==> config.mk <==
export PLATFORM = sky130hd
export DESIGN_NAME = dsbus_front
export DESIGN_NICKNAME = d
export VERILOG_FILES = /design/src/rtl/hbi_pkg.sv /design/src/rtl/hbi_sync.sv /design/src/rtl/hbi_cycle.sv /design/src/rtl/hbi_irq.sv /design/src/rtl/dsbus_front.sv
export SDC_FILE = /design/constraint.sdc
export NUM_CORES = 1
export LEC_CHECK = 0
export ABC_AREA = 0
export BUFFER_PORTS_ARGS = -buffer_cell sky130_fd_sc_hd__buf_2
export CAP_MARGIN = 20
export CORE_MARGIN = 1
export CORE_UTILIZATION = 40
export DETAILED_ROUTE_END_ITERATION = 7
export PLACE_DENSITY_LB_ADDON = 0.25
export SYNTH_ARGS = -nofsm -noshare
export SYNTH_HDL_FRONTEND = slang
export SYNTH_SLANG_ARGS = --single-unit
==> constraint.sdc <==
create_clock -name clk -period 3.05 [get_ports clk]
set_clock_uncertainty 0.1 [all_clocks]
set_input_delay 0 -clock clk [delete_from_list [all_inputs] [get_ports clk]]
set_output_delay 0 -clock clk [all_outputs]
set_load 0.02 [all_outputs]
==> src/rtl/hbi_pkg.sv <==
package hbi_pkg;
  localparam int NCH = 2;

  typedef struct packed {
    logic rd_act;
    logic wr_act;
    logic ch;
  } cyc_req_t;

  // Interpret the synchronized pins according to the bus style.
  function automatic cyc_req_t decode_cycle(input logic sep, input logic rd_n,
                                            input logic wr_n, input logic cs0_n,
                                            input logic cs1_n);
    cyc_req_t r;
    logic one_sel;
    if (sep) begin
      one_sel  = cs0_n ^ cs1_n;
      r.ch     = cs0_n;
      r.rd_act = one_sel & ~rd_n & wr_n;
      r.wr_act = one_sel & ~wr_n & rd_n;
    end else begin
      r.ch     = cs1_n;
      r.rd_act = ~cs0_n & wr_n;
      r.wr_act = ~cs0_n & ~wr_n;
    end
    return r;
  endfunction

  function automatic logic [NCH-1:0] ch_onehot(input logic ch);
    return ch ? 2'b10 : 2'b01;
  endfunction
endpackage

==> src/rtl/hbi_sync.sv <==
module hbi_sync #(
  parameter int W = 1,
  parameter int STAGES = 2,
  parameter logic [W-1:0] RST_VAL = '0
) (
  input  logic         clk,
  input  logic         rst_n,
  input  logic [W-1:0] d,
  output logic [W-1:0] q
);
  logic [W-1:0] st [STAGES];

  generate
    for (genvar i = 0; i < STAGES; i++) begin : g_stage
      if (i == 0) begin : g_first
        always_ff @(posedge clk or negedge rst_n)
          if (!rst_n) st[0] <= RST_VAL;
          else        st[0] <= d;
      end else begin : g_next
        always_ff @(posedge clk or negedge rst_n)
          if (!rst_n) st[i] <= RST_VAL;
          else        st[i] <= st[i-1];
      end
    end
  endgenerate

  assign q = st[STAGES-1];
endmodule

==> src/rtl/hbi_cycle.sv <==
module hbi_cycle
  import hbi_pkg::*;
#(
  parameter int ADDR_W = 3,
  parameter int DATA_W = 8
) (
  input  logic              clk,
  input  logic              rst_n,
  input  cyc_req_t          req,
  input  logic [ADDR_W-1:0] s_addr,
  input  logic [DATA_W-1:0] s_data,
  output logic [NCH-1:0]    reg_rd,
  output logic [NCH-1:0]    reg_wr,
  output logic [ADDR_W-1:0] reg_addr,
  output logic [DATA_W-1:0] reg_wdata,
  output logic              rd_live,
  output logic              rd_start,
  output logic              wr_end
);
  logic              prev_rd, prev_wr, cap_ch;
  logic [ADDR_W-1:0] cap_addr;
  logic [DATA_W-1:0] cap_data;
  logic              active;

  assign active = req.rd_act | req.wr_act;

  always_ff @(posedge clk or negedge rst_n) begin
    if (!rst_n) begin
      prev_rd  <= 1'b0;
      prev_wr  <= 1'b0;
      cap_ch   <= 1'b0;
      cap_addr <= '0;
      cap_data <= '0;
    end else begin
      prev_rd <= req.rd_act;
      prev_wr <= req.wr_act;
      if (active) begin
        cap_ch   <= req.ch;
        cap_addr <= s_addr;
        cap_data <= s_data;
      end
    end
  end

  // a read needs a fresh cycle: not straight after a write phase
  assign rd_start  = req.rd_act & ~prev_rd & ~prev_wr;
  assign wr_end    = prev_wr & ~req.wr_act;
  assign rd_live   = req.rd_act;
  assign reg_rd    = rd_start ? ch_onehot(req.ch) : '0;
  assign reg_wr    = wr_end ? ch_onehot(cap_ch) : '0;
  assign reg_addr  = active ? s_addr : cap_addr;
  assign reg_wdata = active ? s_data : cap_data;

  p_one_pulse_r8: assert property (@(posedge clk) disable iff (!rst_n)
    $onehot0({reg_rd, reg_wr}));
  p_rd_not_twice_r8: assert property (@(posedge clk) disable iff (!rst_n)
    (|reg_rd) |=> !(|reg_rd));
  p_wr_after_phase_r3: assert property (@(posedge clk) disable iff (!rst_n)
    (|reg_wr) |-> $past(req.wr_act));
endmodule

==> src/rtl/hbi_irq.sv <==
module hbi_irq
  import hbi_pkg::*;
(
  input  logic           clk,
  input  logic           rst_n,
  input  logic           sep,
  input  logic [NCH-1:0] pend,
  input  logic [NCH-1:0] en,
  output logic [NCH-1:0] irq_out,
  output logic [NCH-1:0] irq_oe,
  output logic [NCH-1:0] op2_n
);
  logic any_pend;
  assign any_pend = |pend;

  generate
    for (genvar i = 0; i < NCH; i++) begin : g_ch
      assign op2_n[i] = ~en[i];
      if (i == 0) begin : g_shared
        assign irq_oe[i]  = sep ? en[i] : any_pend;
        assign irq_out[i] = sep ? pend[i] : 1'b0;
      end else begin : g_own
        assign irq_oe[i]  = sep & en[i];
        assign irq_out[i] = sep & pend[i];
      end
    end
  endgenerate

  p_od_low_r10: assert property (@(posedge clk) disable iff (!rst_n)
    (!sep && irq_oe[0]) |-> (irq_out[0] == 1'b0));
  p_second_idle_r10: assert property (@(posedge clk) disable iff (!rst_n)
    !sep |-> !irq_oe[1]);
endmodule

==> src/rtl/dsbus_front.sv <==
module dsbus_front
  import hbi_pkg::*;
#(
  parameter int ADDR_W = 3,
  parameter int DATA_W = 8,
  parameter int SYNC_STAGES = 2
) (
  input  logic              clk,
  input  logic              rst_n,
  input  logic              style_sep,
  input  logic              rd_n,
  input  logic              wr_n,
  input  logic              cs0_n,
  input  logic              cs1_n,
  input  logic [ADDR_W-1:0] addr,
  input  logic [DATA_W-1:0] bus_din,
  output logic [DATA_W-1:0] rdata_out,
  output logic              data_oe,
  output logic [1:0]        reg_rd,
  output logic [1:0]        reg_wr,
  output logic [ADDR_W-1:0] reg_addr,
  output logic [DATA_W-1:0] reg_wdata,
  input  logic [DATA_W-1:0] reg_rdata0,
  input  logic [DATA_W-1:0] reg_rdata1,
  input  logic [1:0]        irq_pend,
  input  logic [1:0]        irq_en,
  output logic [1:0]        irq_out,
  output logic [1:0]        irq_oe,
  output logic [1:0]        op2_n
);
  localparam int PW = ADDR_W + DATA_W;

  logic [3:0]    s_pins;
  logic [PW-1:0] s_payload;
  logic          s_sep;
  cyc_req_t      req;
  logic          rd_start, wr_end, rd_live;

  hbi_sync #(.W(4), .STAGES(SYNC_STAGES), .RST_VAL(4'hF)) u_sync_pins (
    .clk(clk), .rst_n(rst_n), .d({rd_n, wr_n, cs0_n, cs1_n}), .q(s_pins));

  hbi_sync #(.W(PW), .STAGES(SYNC_STAGES), .RST_VAL('0)) u_sync_payload (
    .clk(clk), .rst_n(rst_n), .d({addr, bus_din}), .q(s_payload));

  hbi_sync #(.W(1), .STAGES(SYNC_STAGES), .RST_VAL(1'b1)) u_sync_mode (
    .clk(clk), .rst_n(rst_n), .d(style_sep), .q(s_sep));

  assign req = decode_cycle(s_sep, s_pins[3], s_pins[2], s_pins[1], s_pins[0]);

  hbi_cycle #(.ADDR_W(ADDR_W), .DATA_W(DATA_W)) u_cycle (
    .clk(clk), .rst_n(rst_n), .req(req),
    .s_addr(s_payload[PW-1:DATA_W]), .s_data(s_payload[DATA_W-1:0]),
    .reg_rd(reg_rd), .reg_wr(reg_wr), .reg_addr(reg_addr), .reg_wdata(reg_wdata),
    .rd_live(rd_live), .rd_start(rd_start), .wr_end(wr_end));

  assign data_oe   = rd_live;
  assign rdata_out = req.ch ? reg_rdata1 : reg_rdata0;

  hbi_irq u_irq (
    .clk(clk), .rst_n(rst_n), .sep(style_sep), .pend(irq_pend), .en(irq_en),
    .irq_out(irq_out), .irq_oe(irq_oe), .op2_n(op2_n));

  p_phase_exclusive_r5: assert property (@(posedge clk) disable iff (!rst_n)
    !(req.rd_act && req.wr_act));
  p_no_drive_on_write_r7: assert property (@(posedge clk) disable iff (!rst_n)
    (|reg_wr) |-> !data_oe);
  p_rd_pulse_drives_r2: assert property (@(posedge clk) disable iff (!rst_n)
    rd_start |-> data_oe);
  p_wr_end_quiet_r8: assert property (@(posedge clk) disable iff (!rst_n)
    wr_end |-> !rd_start);
endmodule

==> flow_summary_export.csv <==
group,metric,value,unit
sta,unrepaired_setup_endpoints_after_global_routing,"no",
global_routing,global_route.usage.total,0.152,
global_routing,grt_remaining_overflow,0,
layout,n_fill_cell,293,
layout,syn2layout_area_growth,40.5,%
synth,flip_flop_and_latch_count_after_synthesis,46,
synth,synth_edf_count,0,
pwr,post_route_total_power,1280,uW
pwr,total_leakage_power,0.00113,uW
worst_setup_path,critical_path_peak_fanout,12,
synth,syn_avg_cell_area,16.5,sq um
layout,final_area,2250,sq um
run,max_cap_viol_count,0,
run_status,run_status,"finished, final reports clean",
placed_design,placed_cell_area,2000,sq um
global_routing,grt_max_degree,47,
synth,synth.net_count,135,
global_routing,first_global_vias,1102,
layout,num_antenna_cells,0,
min_path,hold_path_startpoint,"irq_en[0]",
clock_network,clkTransAtPathRegs,0.08,ns
worst_setup_path,critical_path.startpoint,"u_sync_pins.q[0]$_DFF_PN1_",
sta,period_share,0.690,
global_routing,global_route.usage.met1,0.152,
synth,synth_async_sr_flop_share,1.00,
sta,drv_slew,0,
route,drt-total-wl,2930,um
synth,ys_dominant_reg_cell,"sky130_fd_sc_hd__dfrtp_1",
layout,postLayoutCoreUtil,0.601,
placed_design,place_congestion,0.679,
floorplan,fp.dieW,65.3,um
sta,timing.final.hold_violations,0,
global_routing,grt.met3_usage,0.0642,
pwr,power.ir.vdd_worst,438,uV
clock_network,cts_setup_buffers,0,
worst_setup_path,reg2reg_setup_slack,1.29,ns
route,initialDrtViolationCount,18,
synth,synth_cell_types,24,
route,route.detailed.wl_per_inst,12.4,um
sta,setup_viol,0,
pwr,power-per-cell-area,570,nW/um^2
clock_network,root_buffer,"sky130_fd_sc_hd__clkbuf_8",
worst_setup_path,rr_worst_depth,5,
sta,final_layout_setup_total_negative_slack,0,ns
min_path,holdCritPathClass,"primary input to output pin",
clock_network,cts_max_level,2,
sta,worstMarginPinSlew,0.929,ns
floorplan,floorplan.io_pins,68,
synth,ys_warn_count,0,
floorplan,core-area,3740,sq um
synth,synth_largest_area_cell,"sky130_fd_sc_hd__dfrtp_1",
route,antenna_left,0,
worst_setup_path,critPathKind,"register to output pin",
clock_network,tritoncts,"built",
worst_setup_path,required_time_of_the_critical_path,2.95,ns
synth,post_synth_instance_area,1600,sq um
synth,synth_top_area_frac,0.563,
global_routing,use_met2,0.281,
floorplan,chipHeight,65.3,um
sta,fmaxAchievable,475,MHz
layout,multi_input_comb_area,403,sq um
synth,synth_commonest_cells,"sky130_fd_sc_hd__dfrtp_1, sky130_fd_sc_hd__dfstp_2, sky130_fd_sc_hd__mux2_2, sky130_fd_sc_hd__mux2_4, sky130_fd_sc_hd__inv_1",
sta,maxSlewHeadroom,0.381,
worst_setup_path,endpoint_kind,"output pin",
synth,synth_cells,97,
sta,period_needed,2.10,ns
synth,synth_sequential_area_ratio,0.727,
worst_setup_path,worst_ep_arrival_time,2.00,ns
floorplan,num_rows,22,
worst_setup_path,r2r_end,"u_cycle.cap_addr[2]$_DFF_PN0_",
synth,synth_area_leaders,"sky130_fd_sc_hd__dfrtp_1, sky130_fd_sc_hd__dfstp_2, sky130_fd_sc_hd__mux2_4",
clock_network,cts_inserted_buffers,5,
global_routing,most_utilized_layer_in_the_global_route_result,"met2",
route,route.detailed.drc,0,
route,first_pass_iteration_count_of_the_detailed_router,2,
clock_network,later_pin_clock_latency_in_the_skew_report,0.30,ns
min_path,hold_depth,3,
layout,layout-drive-gt1-share,0.556,
global_routing,wire_length_of_the_first_global_routing_pass,4660,um
worst_setup_path,r2r-start,"u_sync_pins.q[0]$_DFF_PN1_",
floorplan,dieArea,4260,sq um
placed_design,dp_hpwl,1930,um
floorplan,initial_core_util,0.428,
clock_network,cts-root-to-sink-buffers,2,
global_routing,antenna_found_initial,0,
worst_setup_path,crit_path_start_kind,"register",
layout,layout.nets,226,
min_path,whs_endpoint,"op2_n[0]",
synth,synth_most_common_cell,"sky130_fd_sc_hd__dfrtp_1",
placed_design,buffer_ports.inserted,67,
sta,fin_worst_hold_slack,0.165,ns
route,mean_number_of_vias_per_cell,4.62,
route,routed-via-count,1096,
clock_network,clock_sink_count,46,
layout,seq_area,1160,sq um
## through the flow
step / instances / setup slack, ns
after CTS: 237 / 0.945
after floorplan: 97 / 1.21
final: 237 / 0.947
after global placement: 212 / 1.32
after global routing: 237 / 0.859
after detailed placement: 212 / 1.28
## sequential cells by signal, summed over array words and instances (netlist names)
name               flops
u_sync_payload.q      11
u_sync_payload.st     11
u_cycle.cap_data       8
u_sync_pins.q          4
u_sync_pins.st         4
u_cycle.cap_addr       3
u_cycle.cap_ch         1
u_cycle.prev_rd        1
u_cycle.prev_wr        1
u_sync_mode.q          1
u_sync_mode.st         1
## repair_timing
action                    in CTS  in global routing
hold buffers                  17                  0
gates resized for setup        0                  0
hold endpoints to repair      52                  0
## layer usage
metal	routed length, um	share of wire
met1	1090	0.37
met2	1580	0.54
met3	225	0.077
met4	38	0.013
met5	0	0
## where the power goes
| group | total (uW) | switching (uW) | internal [uW] | leakage [uW] |
|---|---|---|---|---|
| Combinational | 241 | 125 | 116 | 0.000557 |
| Clock | 355 | 193 | 162 | 0.0000432 |
| Sequential | 686 | 20.6 | 666 | 0.000528 |
| Total | 1280 | 339 | 943 | 0.00113 |
## layout by cell type, fill, tap and decap left out, types with 2 or more instances in the layout
cell and count:
sky130_fd_sc_hd__mux2_4 9, sky130_fd_sc_hd__buf_4 2, sky130_fd_sc_hd__nand2_1 2, sky130_fd_sc_hd__dfstp_2 10, sky130_fd_sc_hd__buf_2 67, sky130_fd_sc_hd__dfrtp_1 36
sky130_fd_sc_hd__mux2_2 10, sky130_fd_sc_hd__mux2i_1 2, sky130_fd_sc_hd__inv_1 5, sky130_fd_sc_hd__clkbuf_8 5, sky130_fd_sc_hd__a21oi_1 3, sky130_fd_sc_hd__nor2_1 3
sky130_fd_sc_hd__and2_1 3, sky130_fd_sc_hd__dlygate4sd3_1 17
## kinds of logic (layout without fill, tap and decap cells)
| kind of cell | count (synthesis) | after routing | synth area share |
|---|---|---|---|
| DFF | 46 | 46 | 0.727 |
| and+or+nand+nor | 15 | 15 | 0.0531 |
| xor gates and xnor gates | 1 | 1 | 0.00547 |
| buffers and inverters | 7 | 99 | 0.0219 |
| muxes | 21 | 21 | 0.167 |
| AOI/OAI and AO/OA | 7 | 7 | 0.0258 |
## final cells by class
| cell class | instances | area share |
|---|---|---|
| multi-input cells | 44 | 0.179 |
| flip-flops and latches | 46 | 0.517 |
| repair buffers | 86 | 0.231 |
| clock buffers | 6 | 0.0322 |
| clock inverters | 2 | 0.00556 |
| inverters | 5 | 0.00834 |
| well taps | 48 | 0.0267 |
## critical path: stages, from the launching register on
cell and delay (ns):
sky130_fd_sc_hd__dfstp_2 0.57, sky130_fd_sc_hd__nand3b_1 0.13, sky130_fd_sc_hd__o21ai_1 0.08, sky130_fd_sc_hd__a21oi_2 0.13
sky130_fd_sc_hd__buf_4 0.25, sky130_fd_sc_hd__mux2_2 0.38, sky130_fd_sc_hd__buf_2 0.16
## worst max-delay path by stage
| stage | end | slack, ns | depth (start not counted) |
|---|---|---|---|
| final | reg_addr[2] | 0.95 | 6 |
| after global routing | reg_wdata[7] | 0.86 | 6 |
| after floorplan | reg_rd[0] | 1.21 | 3 |
| after CTS | reg_wdata[7] | 0.95 | 6 |
| after global placement | reg_wdata[7] | 1.32 | 6 |
| after detailed placement | reg_wdata[7] | 1.28 | 6 |
Note: power is estimated with default switching activity, not from simulation.
